<file path="config.mk">
export PLATFORM = sky130hd
export DESIGN_NAME = burst_addr_gen
export DESIGN_NICKNAME = d
export VERILOG_FILES = /design/src/rtl/burst_pkg.sv /design/src/rtl/burst_ctrl_fsm.sv /design/src/rtl/burst_beat_ctr.sv /design/src/rtl/burst_base_reg.sv /design/src/rtl/burst_addr_gen.sv
export SDC_FILE = /design/constraint.sdc
export NUM_CORES = 1
export LEC_CHECK = 0
export BUFFER_PORTS_ARGS = -buffer_cell sky130_fd_sc_hd__buf_4
export CORE_MARGIN = 10
export CORE_UTILIZATION = 40
export DETAILED_ROUTE_END_ITERATION = 6
export GPL_TIMING_DRIVEN = 0
export PLACE_DENSITY = 0.81
export SYNTH_ARGS = -nofsm -noshare
export SYNTH_HDL_FRONTEND = slang
export SYNTH_SLANG_ARGS = --single-unit
</file>
<file path="constraint.sdc">
create_clock -name clk -period 1.85 [get_ports clk]
set_clock_uncertainty 0.1 [all_clocks]
set_input_delay 0.2775 -clock clk [delete_from_list [all_inputs] [get_ports clk]]
set_output_delay 0.2775 -clock clk [all_outputs]
set_load 0.1 [all_outputs]
</file>
<file path="src/rtl/burst_pkg.sv">
package burst_pkg;

    typedef enum logic {
        ST_IDLE  = 1'b0,
        ST_BURST = 1'b1
    } burst_state_t;

    typedef enum logic {
        ORD_LINEAR     = 1'b0,
        ORD_INTERLEAVE = 1'b1
    } beat_order_t;

endpackage

</file>
<file path="src/rtl/burst_ctrl_fsm.sv">
module burst_ctrl_fsm
    import burst_pkg::*;
(
    input  logic         clk,
    input  logic         rst_n,
    input  logic         cke_n,
    input  logic         adv,
    input  logic         sel,
    output burst_state_t state_o,
    output logic         load_o,
    output logic         step_o
);

    burst_state_t state_q;
    burst_state_t state_d;

    // next-state logic
    always_comb begin
        state_d = state_q;
        if (!cke_n) begin
            unique case (state_q)
                ST_IDLE: begin
                    if (!adv && sel) state_d = ST_BURST;          // T_LOAD
                end
                ST_BURST: begin
                    if (!adv) state_d = sel ? ST_BURST : ST_IDLE; // T_LOAD / T_DESEL
                end
                default: state_d = ST_IDLE;
            endcase
        end
    end

    // state register
    always_ff @(posedge clk or negedge rst_n) begin
        if (!rst_n) state_q <= ST_IDLE;
        else        state_q <= state_d;
    end

    // outputs
    always_comb begin
        load_o = 1'b0;
        step_o = 1'b0;
        if (!cke_n) begin
            unique case (state_q)
                ST_IDLE: begin
                    load_o = !adv && sel;
                end
                ST_BURST: begin
                    load_o = !adv && sel;
                    step_o = adv;                                // T_STEP
                end
                default: begin
                    load_o = 1'b0;
                    step_o = 1'b0;
                end
            endcase
        end
    end

    assign state_o = state_q;

endmodule

</file>
<file path="src/rtl/burst_beat_ctr.sv">
module burst_beat_ctr
    import burst_pkg::*;
#(
    parameter int BEAT_W = 2
) (
    input  logic              clk,
    input  logic              rst_n,
    input  logic              load,
    input  logic              step,
    input  logic [BEAT_W-1:0] start_off,
    input  logic              order_in,
    output logic [BEAT_W-1:0] off_o,
    output beat_order_t       order_q_o
);

    localparam logic [BEAT_W-1:0] ONE = BEAT_W'(1);

    logic [BEAT_W-1:0] start_q;
    logic [BEAT_W-1:0] cnt_q;
    beat_order_t       order_q;
    logic [BEAT_W-1:0] lin_off;
    logic [BEAT_W-1:0] ilv_off;

    always_ff @(posedge clk or negedge rst_n) begin
        if (!rst_n) begin
            start_q <= '0;
            cnt_q   <= '0;
            order_q <= ORD_LINEAR;
        end else if (load) begin
            start_q <= start_off;
            cnt_q   <= '0;
            order_q <= beat_order_t'(order_in);
        end else if (step) begin
            cnt_q   <= cnt_q + ONE;   // wraps modulo burst length
        end
    end

    assign lin_off = start_q + cnt_q;
    assign ilv_off = start_q ^ cnt_q;

    always_comb begin
        unique case (order_q)
            ORD_LINEAR:     off_o = lin_off;
            ORD_INTERLEAVE: off_o = ilv_off;
            default:        off_o = lin_off;
        endcase
    end

    assign order_q_o = order_q;

endmodule

</file>
<file path="src/rtl/burst_base_reg.sv">
module burst_base_reg #(
    parameter int HI_W = 8
) (
    input  logic            clk,
    input  logic            rst_n,
    input  logic            load,
    input  logic [HI_W-1:0] d,
    output logic [HI_W-1:0] q
);

    always_ff @(posedge clk or negedge rst_n) begin
        if (!rst_n)    q <= '0;
        else if (load) q <= d;
    end

endmodule

</file>
<file path="src/rtl/burst_addr_gen.sv">
module burst_addr_gen
    import burst_pkg::*;
#(
    parameter int ADDR_W = 10,
    parameter int BEAT_W = 2
) (
    input  logic              clk,
    input  logic              rst_n,
    input  logic              cke_n,
    input  logic              adv,
    input  logic              sel,
    input  logic [ADDR_W-1:0] ext_addr,
    input  logic              order_sel,
    output logic [ADDR_W-1:0] arr_addr,
    output logic              active
);

    localparam int HI_W = ADDR_W - BEAT_W;

    burst_state_t      state;
    logic              load;
    logic              step;
    logic [BEAT_W-1:0] off;
    logic [HI_W-1:0]   hi_q;
    beat_order_t       order_q;

    burst_ctrl_fsm u_ctrl (
        .clk     (clk),
        .rst_n   (rst_n),
        .cke_n   (cke_n),
        .adv     (adv),
        .sel     (sel),
        .state_o (state),
        .load_o  (load),
        .step_o  (step)
    );

    burst_beat_ctr #(.BEAT_W(BEAT_W)) u_beat (
        .clk       (clk),
        .rst_n     (rst_n),
        .load      (load),
        .step      (step),
        .start_off (ext_addr[BEAT_W-1:0]),
        .order_in  (order_sel),
        .off_o     (off),
        .order_q_o (order_q)
    );

    burst_base_reg #(.HI_W(HI_W)) u_base (
        .clk   (clk),
        .rst_n (rst_n),
        .load  (load),
        .d     (ext_addr[ADDR_W-1:BEAT_W]),
        .q     (hi_q)
    );

    assign arr_addr = {hi_q, off};
    assign active   = (state == ST_BURST);

endmodule

</file>
==> results.md <==
* WL met2 at 700 µm
* Post-DRT Antenna Nets at 0
* Top delay family on crit path: flip-flops
* Crit path DAT at 1.40 ns
* Worst hold slack at 0.135 ns
* Antenna violations before repair at 0
* Final routed DRC violation total at 0
* CTS max path bufs at 2
* Avg Cell Area, Syn at 14.7 µm²
* Mapped Cells at 41
* Pre-CTS setup slack at 0.119 ns
* Hold crit path type: input pin to flip-flop
* CP required at 1.47 ns
* Final hold vios at 0
* Max-cap violations at 0
* # port buffers at 26
* Top Layer Used: met4
* Critical Path Sink Type: primary output
* Core Region at 1370 µm²
* Hpwl dp at 1.07 mm
* Most frequent cells in the layout: buf_4 (26), dfrtp_1 (14), mux2_2 (13)
* CP max FO at 4
* RSZ-0062 raised after global routing: no
* Vias post-DR at 423
* Final min period at 1.78 ns
* Synthesized Nets at 58
* Pleak at 0.426 nW
* Ys Warns at 0
* Layout cell share with drive strength beyond 1 at 66.7%
* First-pass DRT Iterations at 2
* Max transition margin at 81.9%
* Final Util at 65.8%
* # IOs at 27
* Per-cell routed wire length at 15.2 µm
* Area grow syn2layout at 48.9%
* Run status: finished clean
* Total Wirelength at 1.32 mm
* Vias/cell at 4.86
* Worst path bufs/invs at 1
* Fmax at 0.563 GHz
* P per Cell Area at 1630 nW/µm²
* WL met1 at 532 µm
* Die height at 58.9 µm
* Max rail drop VDD at 0.000767 V
* Total power at 1.46 mW
* Clock latency on the worst-skew pair at 0.27 ns
* Global route total overflow at 0
* Clock-pin slew on the worst setup and hold paths at 0.07 ns
* Mapped Area at 604 µm²
* Initial Utilization at 44.2%
* CP Launch Type: flip-flop
* Worst path cell trace: ha_1, nor2b_4, xnor2_4, buf_8
* Die width at 58.9 µm
* Routability cong. at 0.701
* Final nets at 91
* #FFs+latches synth at 14
* Num CTS Buffers at 3
* GRT Overall Usage at 8.07%
* Clk sinks at 14
* Commonest non-fill, non-tap cell in the layout: buf_4
* Root Driver: clkbuf_4
* Row Count at 13
* CTS tree: done
* Setup violations, final at 0
* Final Max Slew Viols at 0
* Post-route clock period utilization at 96.1%
* Met3 Wirelength at 68 µm
* Htree depth at 1
* Vias in the first global route at 488
* Seq/Total Area, Yosys at 58.0%
* Final TNS setup at 0 ns
* First-pass GRT wire length at 2.17 mm
* Slew @ Worst Pin at 0.270 ns
* Initial DRC Count at 4
* Kind of critical path: flip-flop to primary output
* Final worst slack at 0.0723 ns
* Max incr delay on CP at 0.41 ns
* # diodes at 0
* Slowest-stage cell, CP: dfrtp_1
* Synth cell types at 13
* DIE AREA at 3470 µm²
* Largest net degree at the start of global routing at 15
[synthesized netlist by cell type (all sizes together)]
library cell / n / area (µm²)
a22o: 2 / 17.5
nand2b: 1 / 6.26
buf: 1 / 11.3
nor2b: 1 / 6.26
xnor2: 2 / 17.5
mux2: 13 / 146
nand2: 1 / 3.75
o21ai: 1 / 5.00
o21bai: 1 / 7.51
dfrtp: 14 / 350
nor3b: 1 / 12.5
nor2: 2 / 7.51
ha: 1 / 12.5
[path summary, 6_finish.rpt]
check                                start         endpoint  slack [ns]  cells after the start
setup / recovery           u_beat.cnt_q[0]      arr_addr[1]        0.07                      4
hold / removal                 ext_addr[6]      u_base.q[4]        0.13                      2
setup reg to reg           u_beat.cnt_q[0]  u_beat.cnt_q[0]        0.61                      4
hold reg to reg                u_base.q[4]      u_base.q[4]        0.41                      1
max in group asynchronous            rst_n  u_beat.cnt_q[0]        1.20                      2
min in group asynchronous            rst_n      u_base.q[4]        0.29                      2
[state kept, by name, summed over array words and instances (netlist names), named ones only]
signal,flops
u_beat.cnt_q,2
u_beat.order_q_o,1
u_base.q,8
u_beat.start_q,2
[timing repair]
action,in CTS,in global routing
resized for setup,4,1
hold buffers,1,0
endpoints found under the hold margin,14,0
setup buffers,0,1
endpoints found under the setup margin,1,1
[kinds of logic after synthesis]
group           after synthesis  share of synthesized area, %
xor+xnor                      2                          2.90
buf+inv                       1                          1.86
compound gates                4                          4.97
mux                          13                          24.2
fa+ha+maj                     1                          2.07
simple gates                  6                          6.01
flops                        14                          58.0
[power by group]
part           total [mW]  switching, mW  internal (mW)
clock network       0.162         0.0863         0.0753
registers           0.423         0.0517          0.372
logic               0.879          0.605          0.274
total                1.46          0.743          0.721
[metal layers]
metal	up-vias	track usage, %
li1	208	-
met1	199	8.46
met2	12	13.5
met3	4	2.79
met4	0	4.92
met5	-	0
[area by class of cell]
cell class | count | area, µm²
multi-input cells | 26 | 277
plain buffers | 1 | 11.3
clock buffers | 3 | 22.5
flip-flops and latches | 14 | 350
well taps | 15 | 18.8
fillers | 109 | 467
repair buffers | 28 | 220
[stage by stage]
stage	instances	instance area [µm²]
CTS	86	885
global placement	82	837
detailed placement	82	837
finish	87	900
global route	87	900
floorplan	41	623
Note: power is estimated with default switching activity, not from simulation.
